==> src/rtl/can_fc_pkg.sv <==
package can_fc_pkg;
  typedef enum logic [1:0] {
    NODE_ACTIVE  = 2'b00,
    NODE_PASSIVE = 2'b01,
    NODE_OFF     = 2'b10
  } node_state_e;
endpackage

==> src/rtl/can_fc_errcnt.sv <==
// Saturating error counter: an error adds UP_STEP, a success subtracts one.
module can_fc_errcnt #(
  parameter int CNT_W   = 9,
  parameter int UP_STEP = 1
) (
  input  logic             clk,
  input  logic             rst_n,
  input  logic             freeze,
  input  logic             clear,
  input  logic             up,
  input  logic             down,
  output logic [CNT_W-1:0] cnt_q,
  output logic [CNT_W-1:0] cnt_d
);
  localparam logic [CNT_W-1:0] CMAX = '1;
  localparam logic [CNT_W-1:0] STEP = CNT_W'(UP_STEP);

  always_comb begin
    cnt_d = cnt_q;
    if (clear) begin
      cnt_d = '0;
    end else if (!freeze) begin
      if (up) begin
        cnt_d = (cnt_q > CMAX - STEP) ? CMAX : cnt_q + STEP;
      end else if (down && cnt_q != '0) begin
        cnt_d = cnt_q - 1'b1;
      end
    end
  end

  always_ff @(posedge clk) begin
    if (!rst_n) cnt_q <= '0;
    else        cnt_q <= cnt_d;
  end
endmodule

==> src/rtl/can_fc_stuffdet.sv <==
// Flags the RUN-th consecutive identical sample while enabled.
module can_fc_stuffdet #(
  parameter int RUN = 6
) (
  input  logic clk,
  input  logic rst_n,
  input  logic en,
  input  logic tick,
  input  logic lvl,
  output logic hit
);
  localparam int LEN_W = $clog2(RUN + 1);
  localparam logic [LEN_W-1:0] LAST_LEN = LEN_W'(RUN - 1);
  localparam logic [LEN_W-1:0] SAT_LEN  = LEN_W'(RUN);

  logic [LEN_W-1:0] len_q;
  logic             last_q;
  logic             same;

  assign same = (len_q != '0) && (lvl == last_q);

  always_ff @(posedge clk) begin
    if (!rst_n || !en) begin
      len_q  <= '0;
      last_q <= 1'b1;
      hit    <= 1'b0;
    end else if (tick) begin
      last_q <= lvl;
      hit    <= same && (len_q == LAST_LEN);
      if (!same)                len_q <= LEN_W'(1);
      else if (len_q < SAT_LEN) len_q <= len_q + 1'b1;
    end else begin
      hit <= 1'b0;
    end
  end
endmodule

==> src/rtl/can_fc_recovery.sv <==
// Counts RUNS completed runs of RUN_BITS recessive samples once armed.
module can_fc_recovery #(
  parameter int RUN_BITS = 11,
  parameter int RUNS     = 128
) (
  input  logic clk,
  input  logic rst_n,
  input  logic off,
  input  logic req,
  input  logic tick,
  input  logic lvl,
  output logic done
);
  localparam int RB_W = $clog2(RUN_BITS);
  localparam int OC_W = $clog2(RUNS);
  localparam logic [RB_W-1:0] RB_LAST = RB_W'(RUN_BITS - 1);
  localparam logic [OC_W-1:0] OC_LAST = OC_W'(RUNS - 1);

  logic            armed_q;
  logic [RB_W-1:0] run_q;
  logic [OC_W-1:0] occ_q;
  logic            run_end;

  assign run_end = off && armed_q && tick && lvl && (run_q == RB_LAST);
  assign done    = run_end && (occ_q == OC_LAST);

  always_ff @(posedge clk) begin
    if (!rst_n || !off) begin
      armed_q <= 1'b0;
      run_q   <= '0;
      occ_q   <= '0;
    end else begin
      if (req) armed_q <= 1'b1;
      if (armed_q && tick) begin
        if (!lvl) begin
          run_q <= '0;
        end else if (run_end) begin
          run_q <= '0;
          occ_q <= occ_q + 1'b1;
        end else begin
          run_q <= run_q + 1'b1;
        end
      end
    end
  end
endmodule

==> src/rtl/can_fault_guard.sv <==
module can_fault_guard #(
  parameter int CNT_W        = 9,
  parameter int TX_STEP      = 8,
  parameter int OFF_LIMIT    = 255,
  parameter int PASSIVE_TH   = 128,
  parameter int STUFF_RUN    = 6,
  parameter int IDLE_RUN     = 11,
  parameter int IDLE_RUNS    = 128
) (
  input  logic             clk,
  input  logic             rst_n,
  input  logic             bit_tick,
  input  logic             bus_lvl,
  input  logic             in_frame,
  input  logic             tx_err,
  input  logic             tx_ok,
  input  logic             rx_err,
  input  logic             rx_ok,
  input  logic             recov_req,
  output logic [CNT_W-1:0] tec,
  output logic [CNT_W-1:0] rec,
  output logic [1:0]       node_state,
  output logic             bus_off,
  output logic             stuff_err
);
  import can_fc_pkg::*;

  localparam logic [CNT_W-1:0] LIMIT_V = CNT_W'(OFF_LIMIT);
  localparam logic [CNT_W-1:0] PASS_V  = CNT_W'(PASSIVE_TH);

  node_state_e      state_q, state_d;
  logic             frozen, recovered;
  logic [CNT_W-1:0] tec_d, rec_d;
  logic [1:0]       ups, downs;
  logic [CNT_W-1:0] cnt_q [2];
  logic [CNT_W-1:0] cnt_d [2];

  assign frozen = (state_q == NODE_OFF);
  assign ups    = {rx_err, tx_err};
  assign downs  = {rx_ok, tx_ok};

  // index 0: transmit counter, index 1: receive counter
  for (genvar i = 0; i < 2; i++) begin : g_cnt
    can_fc_errcnt #(
      .CNT_W  (CNT_W),
      .UP_STEP((i == 0) ? TX_STEP : 1)
    ) u_cnt (
      .clk   (clk),
      .rst_n (rst_n),
      .freeze(frozen),
      .clear (recovered),
      .up    (ups[i]),
      .down  (downs[i]),
      .cnt_q (cnt_q[i]),
      .cnt_d (cnt_d[i])
    );
  end

  assign tec   = cnt_q[0];
  assign rec   = cnt_q[1];
  assign tec_d = cnt_d[0];
  assign rec_d = cnt_d[1];

  can_fc_recovery #(
    .RUN_BITS(IDLE_RUN),
    .RUNS    (IDLE_RUNS)
  ) u_recov (
    .clk  (clk),
    .rst_n(rst_n),
    .off  (frozen),
    .req  (recov_req),
    .tick (bit_tick),
    .lvl  (bus_lvl),
    .done (recovered)
  );

  can_fc_stuffdet #(
    .RUN(STUFF_RUN)
  ) u_stuff (
    .clk  (clk),
    .rst_n(rst_n),
    .en   (in_frame),
    .tick (bit_tick),
    .lvl  (bus_lvl),
    .hit  (stuff_err)
  );

  always_comb begin
    state_d = state_q;
    if (state_q == NODE_OFF) begin
      if (recovered) state_d = NODE_ACTIVE;
    end else if (tec_d > LIMIT_V) begin
      state_d = NODE_OFF;
    end else if (tec_d >= PASS_V || rec_d >= PASS_V) begin
      state_d = NODE_PASSIVE;
    end else begin
      state_d = NODE_ACTIVE;
    end
  end

  always_ff @(posedge clk) begin
    if (!rst_n) state_q <= NODE_ACTIVE;
    else        state_q <= state_d;
  end

  assign node_state = state_q;
  assign bus_off    = frozen;
endmodule

==> config.mk <==
export PLATFORM = sky130hd
export DESIGN_NAME = can_fault_guard
export DESIGN_NICKNAME = d
export VERILOG_FILES = /design/src/rtl/can_fc_pkg.sv /design/src/rtl/can_fc_errcnt.sv /design/src/rtl/can_fc_stuffdet.sv /design/src/rtl/can_fc_recovery.sv /design/src/rtl/can_fault_guard.sv
export SDC_FILE = /design/constraint.sdc
export NUM_CORES = 1
export LEC_CHECK = 0
export ABC_CLOCK_PERIOD_IN_PS = 2280
export BUFFER_PORTS_ARGS = -buffer_cell sky130_fd_sc_hd__buf_4
export CORE_MARGIN = 2
export CORE_UTILIZATION = 58
export CTS_BUF_LIST = sky130_fd_sc_hd__clkbuf_4 sky130_fd_sc_hd__clkbuf_8 sky130_fd_sc_hd__clkbuf_16
export CTS_CLUSTER_DIAMETER = 100
export DETAILED_ROUTE_END_ITERATION = 7
export GPL_ROUTABILITY_DRIVEN = 0
export PLACE_DENSITY = 0.8
export REMOVE_ABC_BUFFERS = 1
export SYNTH_ARGS = -nofsm -noshare
export SYNTH_HDL_FRONTEND = slang
export SYNTH_SLANG_ARGS = --single-unit
==> constraint.sdc <==
create_clock -name clk -period 2.28 [get_ports clk]
set_input_delay 0.57 -clock clk [delete_from_list [all_inputs] [get_ports clk]]
set_output_delay 0.57 -clock clk [all_outputs]
set_load 0.02 [all_outputs]
==> results of run 1 <==
final cells by class:
| type | count | area [µm²] | share of cell area [%] |
|---|---|---|---|
| Tap cell | 50 | 62.6 | 2.17 |
| Timing Repair Buffer | 46 | 345 | 12.0 |
| Clock buffer | 6 | 76.3 | 2.64 |
| Clock inverter | 2 | 10.0 | 0.346 |
| Sequential cell | 37 | 742 | 25.7 |
| Inverter | 19 | 71.3 | 2.47 |
| Multi-Input combinational cell | 236 | 1580 | 54.7 |
state kept, by name, summed over array words and instances (netlist names):
name               flops
g_cnt.u_cnt.cnt_q     18
node_state             2
u_recov.armed_q        1
u_recov.occ_q          7
u_recov.run_q          4
u_stuff.hit            1
u_stuff.last_q         1
u_stuff.len_q          3
path summary, 6_finish.rpt:
| path | start | to | depth (start not counted) |
|---|---|---|---|
| max | g_cnt[0].u_cnt.cnt_q[0]$_SDFF_PN0_ | g_cnt[0].u_cnt.cnt_q[6]$_SDFF_PN0_ | 8 |
| min | u_stuff.len_q[2]$_SDFFE_PP0P_ | u_stuff.hit$_SDFF_PP0_ | 2 |
| max reg2reg | g_cnt[0].u_cnt.cnt_q[0]$_SDFF_PN0_ | g_cnt[0].u_cnt.cnt_q[6]$_SDFF_PN0_ | 8 |
| min reg2reg | u_stuff.len_q[2]$_SDFFE_PP0P_ | u_stuff.hit$_SDFF_PP0_ | 2 |
through the flow:
| stage | power (W) | worst slack [ns] | utilization, % |
|---|---|---|---|
| finish | 0.00192 | 0.123 | 71.2 |
| global placement | 0.00146 | 0.214 | 69.0 |
| floorplan | 0.00121 | 0.0341 | - |
| detailed placement | 0.00147 | 0.141 | 69.0 |
| global route | 0.00203 | 0.0227 | 71.2 |
| CTS | 0.00192 | 0.0713 | 71.2 |
cell families (layout without fill, tap and decap cells):
logic type | Yosys count | count (layout) | synth area share (%)
buffers and inverters | 37 | 73 | 6.12
adders and majority gates | 15 | 15 | 7.59
AOI/OAI and AO/OA | 75 | 75 | 23.4
muxes | 4 | 4 | 1.62
xor gates and xnor gates | 15 | 15 | 5.31
DFF | 37 | 37 | 29.9
and+or+nand+nor | 127 | 127 | 26.1
worst max-delay path: cells and delay by family, from the launching register on:
kind,cells,cell delay (ns)
adders and majority gates,1,0.20
buffers and inverters,1,0.08
AOI/OAI and AO/OA,2,0.24
and+or+nand+nor,4,1.14
DFF,1,0.38
cell usage after synthesis (all sizes together), types with 6 or more instances:
cell,count,area (µm²)
a21oi,21,105
clkbuf,15,58.8
dfxtp,37,741
ha,15,188
inv,19,71.3
nand2,27,101
nand3,10,50.1
nand4,7,43.8
nor2,38,143
nor2b,6,37.5
nor3,8,40.0
o21ai,13,80.1
xnor2,6,52.6
xor2,9,78.8
routing by layer:
metal	track usage, %	up-vias
met1	32.6	1119
met2	39.1	86
li1	-	1196
met4	9.59	0
met3	4.80	4
met5	0	-
power groups by stage:
stage / clock network, W / registers [W] / logic, W
after floorplan: 0 / 0.000856 / 0.000357
after global placement: 0 / 0.000771 / 0.000687
after detailed placement: 0 / 0.000771 / 0.000698
after CTS: 0.000464 / 0.000757 / 0.000702
after global routing: 0.000493 / 0.000767 / 0.000769
final: 0.000450 / 0.000759 / 0.000707
==> impl_metrics.json, run 1 <==
{
  "postCtsSetupBuffers": 0,
  "post-route-drc-count": 0,
  "finalMaxSlewViolations": 0,
  "grt_max_degree": 16,
  "num-nets-final": 370,
  "numCtsBuffers": 5,
  "crit_fanout": 4,
  "wl_met3_um": 361,
  "reg2reg_slack_ns": 0.12,
  "hold_viol": 0,
  "power.leakage_nw": 1.18,
  "ys_seq_area_share_pct": 29.9,
  "wl_per_cell_um": 14.9,
  "stdcell_count": 396,
  "clock-sinks": 37,
  "crit_path_top_delay_cell": "or4_2",
  "viasPerCell": 6.07,
  "cts_tree": "built",
  "yosysWarnings": 0,
  "dp_cells": 388,
  "drt_iter0_drc": 173,
  "hold-worst-slack_ns": 0.462,
  "final_common_cell": "buf_4",
  "cp-start-kind": "flop",
  "cp.required_ns": 2.44,
  "ys_async_sr_fraction_pct": 0,
  "critPathMaxStageDelay_ns": 0.56,
  "setup_viol": 0,
  "dpl_cell_area_mm2": 0.00280,
  "start_util_pct": 61.0,
  "path_cells": "inv_1, ha_1, nand2b_1, nor4_1, or2_2, or4_2, o211ai_1, a21oi_1",
  "sw_frac_of_total_pct": 36.4,
  "gr-total-overflow": 0,
  "dieWidth_um": 69.3,
  "synth.avg_cell_area_um2": 7.98,
  "antenna_cells": 0,
  "ant_nets": 0,
  "worst_skew_pair.late_latency_ns": 0.29,
  "nFillCells": 329,
  "met2_length_um": 2720,
  "dieArea_mm2": 0.00480,
  "fin_setup_tns_ns": 0,
  "syn_inst": 310,
  "path_class": "flop to flop",
  "grt.total_usage_pct": 24.5,
  "max-vdd-ir-drop_v": 0.000445,
  "finalCritPeriodShare_pct": 94.6,
  "power.internal_w": 0.00122,
  "seq_power_share_pct": 39.6,
  "hp-class": "flop to flop",
  "h-tree-depth": 2,
  "antenna_found_initial": 0,
  "clock-root-buffer": "clkbuf_8",
  "dp_hpwl_um": 4220,
  "maxCapViolations": 0,
  "ys_seq_elements": 37,
  "cts_buffer_depth": 2,
  "die_h_um": 69.3,
  "m1WireLength_um": 2780,
  "drt-total-wl_um": 5900,
  "synthFlopType": "dfxtp_1",
  "synth_area_mm2": 0.00247,
  "core_area_mm2": 0.00406,
  "cts_hold_buf": 0,
  "run_status": "complete, no violations",
  "yosysUniqueCellTypes": 64,
  "worst_pin_slew_ns": 0.476,
  "endpoint_kind": "flop",
  "p_switching_w": 0.000698,
  "rows": 23,
  "clock_skew_ns": 0.00929,
  "max_slew_margin_pct": 68.3,
  "p_clk_share_pct": 23.5,
  "port_buffers": 31,
  "drive_gt1_share_pct": 19.9,
  "most-common-layout-cells": "buf_4 (46), nor2_1 (38), dfxtp_1 (36)",
  "ios": 32,
  "routed.top_layer": "met4",
  "final_area_mm2": 0.00289,
  "fmax_ghz": 0.464,
  "first_pass_iters": 4,
  "rsz0062_at_grt": "no",
  "grt_first_pass_wirelength_um": 9760,
  "vias": 2405,
  "area_growth_pct": 16.8,
  "clkTransAtPathRegs_ns": 0.07,
  "comb_power_share_pct": 36.9,
  "grt_pass1_vias": 2195,
  "arrival_ns": 2.31,
  "synth-edff-count": 0,
  "finalCriticalPeriod_ns": 2.16,
  "p_per_area_mw_per_mm2": 663,
  "cts_resized": 0
}
Power figures use the tool's default switching activity.
==> run 2, diff against run 1 <==
--- a/config.mk
+++ b/config.mk
@@ -5,15 +5,16 @@
 export SDC_FILE = /design/constraint.sdc
 export NUM_CORES = 1
 export LEC_CHECK = 0
+export ABC_AREA = 1
 export ABC_CLOCK_PERIOD_IN_PS = 2280
 export BUFFER_PORTS_ARGS = -buffer_cell sky130_fd_sc_hd__buf_4
 export CORE_MARGIN = 2
-export CORE_UTILIZATION = 58
+export CORE_UTILIZATION = 59
 export CTS_BUF_LIST = sky130_fd_sc_hd__clkbuf_4 sky130_fd_sc_hd__clkbuf_8 sky130_fd_sc_hd__clkbuf_16
 export CTS_CLUSTER_DIAMETER = 100
 export DETAILED_ROUTE_END_ITERATION = 7
 export GPL_ROUTABILITY_DRIVEN = 0
-export PLACE_DENSITY = 0.8
+export PLACE_DENSITY = 0.81
 export REMOVE_ABC_BUFFERS = 1
 export SYNTH_ARGS = -nofsm -noshare
 export SYNTH_HDL_FRONTEND = slang
==> impl_metrics.json, run 2 <==
{
  "run_status": "complete, no violations",
  "antenna_found_initial": 0,
  "endpoint_kind": "flop",
  "numCtsBuffers": 5,
  "worst_skew_pair.late_latency_ns": 0.29,
  "fmax_ghz": 0.506,
  "r2r-end": "node_state[0]$_SDFFE_PN0P_",
  "synth-edff-count": 0,
  "viasPerCell": 5.43,
  "wl_per_cell_um": 12.4,
  "cts_resized": 0,
  "start_util_pct": 61.2,
  "cts_tree": "built",
  "antenna_cells": 0,
  "ys_top_cells_by_count": "nand2_1 (106), inv_1 (44), nor2_1 (44)",
  "first_pass_iters": 5,
  "yosysWarnings": 0,
  "drt-total-wl_um": 6110,
  "arrival_ns": 2.16,
  "ant_nets": 0,
  "dieWidth_um": 71.0,
  "reg2reg_slack_ns": 0.30,
  "grt_first_pass_wirelength_um": 10300,
  "drt_iter0_drc": 193,
  "comb_power_share_pct": 39.2,
  "seq_power_share_pct": 39.0,
  "ys_seq_area_share_pct": 28.0,
  "dp_hpwl_um": 4630,
  "finalCritPeriodShare_pct": 86.7,
  "worst_slack_ns": 0.302,
  "grt_pass1_vias": 2365,
  "grt_max_degree": 19,
  "largest_register_ffs": 18,
  "clkTransAtPathRegs_ns": 0.08,
  "hold_viol": 0,
  "postCtsSetupBuffers": 0,
  "reg2regPathDepth": 12,
  "vias": 2680,
  "ios": 32,
  "hold_depth": 3,
  "worst_pin_slew_ns": 0.443,
  "sw_frac_of_total_pct": 41.8,
  "dieArea_mm2": 0.00504,
  "synth_area_mm2": 0.00265,
  "p_per_area_mw_per_mm2": 711,
  "setup_viol": 0,
  "port_buffers": 31,
  "p_switching_w": 0.000890,
  "rr_startpoint": "g_cnt[1].u_cnt.cnt_q[0]$_SDFF_PN0_",
  "clock_skew_ns": 0.0109,
  "power.internal_w": 0.00124,
  "ys_seq_elements": 37,
  "syn_inst": 410,
  "crit_fanout": 9,
  "min_from": "recov_req",
  "finalMaxSlewViolations": 0,
  "yosysMostFrequentCell": "nand2_1",
  "synth.area.top_cells": "dfxtp_1 (28%), nand2_1 (15%), ha_1 (7.1%), nand3_1 (7.0%), inv_1 (6.2%)",
  "rsz0062_at_grt": "no",
  "fin_setup_tns_ns": 0,
  "yosysTopAreaCell": "dfxtp_1",
  "power.leakage_nw": 1.36,
  "p_clk_share_pct": 21.8,
  "reg_top3": "g_cnt.u_cnt.cnt_q (18), u_recov.occ_q (7), u_recov.run_q (4)",
  "drive_gt1_share_pct": 15.4,
  "cp.required_ns": 2.46,
  "cts_buffer_depth": 2,
  "hp-class": "primary input to flop",
  "ys_async_sr_fraction_pct": 0,
  "path_class": "flop to flop",
  "clock-root-buffer": "clkbuf_8",
  "core_area_mm2": 0.00432,
  "most-common-layout-cells": "nand2_1 (106), inv_1 (44), nor2_1 (44)",
  "max-vdd-ir-drop_v": 0.000450,
  "cp-start-kind": "flop",
  "synth_top_area_share_pct": 28.0,
  "finalCriticalPeriod_ns": 1.98,
  "synthFlopType": "dfxtp_1",
  "gr-total-overflow": 0,
  "pre_cts_ws_ns": 0.345,
  "rows": 24,
  "maxCapViolations": 0,
  "cts_hold_buf": 0,
  "max_slew_margin_pct": 70.3,
  "hold-worst-slack_ns": 0.497,
  "grt.total_usage_pct": 25.0,
  "post-route-drc-count": 0,
  "die_h_um": 71.0,
  "h-tree-depth": 2,
  "num-nets-final": 466,
  "final_util_pct": 69.2,
  "yosysUniqueCellTypes": 43,
  "synth.avg_cell_area_um2": 6.46,
  "hold_end": "u_recov.armed_q$_SDFFE_PP0P_",
  "area_growth_pct": 13.0,
  "final_common_cell": "nand2_1",
  "regMostFlops": "g_cnt.u_cnt.cnt_q",
  "clock-sinks": 37
}
run 2: cell count changes in the layout (fill, tap and decap cells not counted), sizes merged, moves of 6 or more:
cell   delta
nor2     +16
nand3    +28
nor2b     -6
nand2    +83
buf      -14
o21ai    +14
inv      +31
run 2: power groups by stage:
stage	clock (W)	combinational, W	sequential [W]
6_report	0.000463	0.000834	0.000831
5_1_grt	0.000501	0.000941	0.000844
4_1_cts	0.000472	0.000834	0.000828
3_5_place_dp	0	0.000828	0.000843
3_3_place_gp	0	0.000818	0.000842
2_1_floorplan	0	0.000525	0.000887
run 2: how the worst max path moves through the flow:
stage | from | end | slack (ns) | cells after the start
final | g_cnt[1].u_cnt.cnt_q[0]$_SDFF_PN0_ | node_state[0]$_SDFFE_PN0P_ | 0.30 | 12
after global routing | g_cnt[1].u_cnt.cnt_q[0]$_SDFF_PN0_ | node_state[0]$_SDFFE_PN0P_ | 0.13 | 12
after CTS | g_cnt[1].u_cnt.cnt_q[0]$_SDFF_PN0_ | node_state[0]$_SDFFE_PN0P_ | 0.32 | 12
after detailed placement | g_cnt[1].u_cnt.cnt_q[0]$_SDFF_PN0_ | node_state[0]$_SDFFE_PN0P_ | 0.34 | 12
after global placement | g_cnt[1].u_cnt.cnt_q[0]$_SDFF_PN0_ | node_state[0]$_SDFFE_PN0P_ | 0.36 | 12
after floorplan | node_state[1]$_SDFFE_PN0P_ | g_cnt[0].u_cnt.cnt_q[0]$_SDFF_PN0_ | 0.43 | 9
run 2: per-layer routing:
layer,share of wire [%],global-route usage (%)
met1,47,32.9
met2,48,42.3
met3,4.5,4.99
met4,0.56,6.08
met5,0,0
run 2: worst max-delay path, stage by stage (launching register included):
cell     delay [ns]
dfxtp_1        0.46
inv_1          0.14
ha_1           0.28
nand2_1        0.14
nor2_4         0.06
a21oi_4        0.24
nand2_1        0.07
o21ai_0        0.08
nand2_1        0.06
nand2_1        0.07
nand2_1        0.06
nor2_1         0.14
nor2_1         0.05
run 2: final cells by class:
cell class	count	area [µm²]
Clock buffer	5	68.8
Clock inverter	3	22.5
Fill cell	414	1330
Inverter	53	203
Multi-Input combinational cell	312	1650
Sequential cell	37	741
Tap cell	52	65.1
Timing Repair Buffer	32	240
run 2: cell families (layout without fill, tap and decap cells):
group	count (synthesis)	after routing	share of synthesized area [%]
adders and majority gates	15	15	7.09
buffers and inverters	61	93	9.64
xor gates and xnor gates	9	9	2.98
DFF	37	37	28.0
AOI/OAI and AO/OA	65	65	14.0
and+or+nand+nor	223	223	38.3
run 2: through the flow:
step	cell area [µm²]	total power, W	std cells
floorplan	2590	0.00141	402
global placement	2900	0.00166	486
detailed placement	2900	0.00167	486
CTS	2990	0.00213	494
global route	2990	0.00229	494
finish	2990	0.00213	494
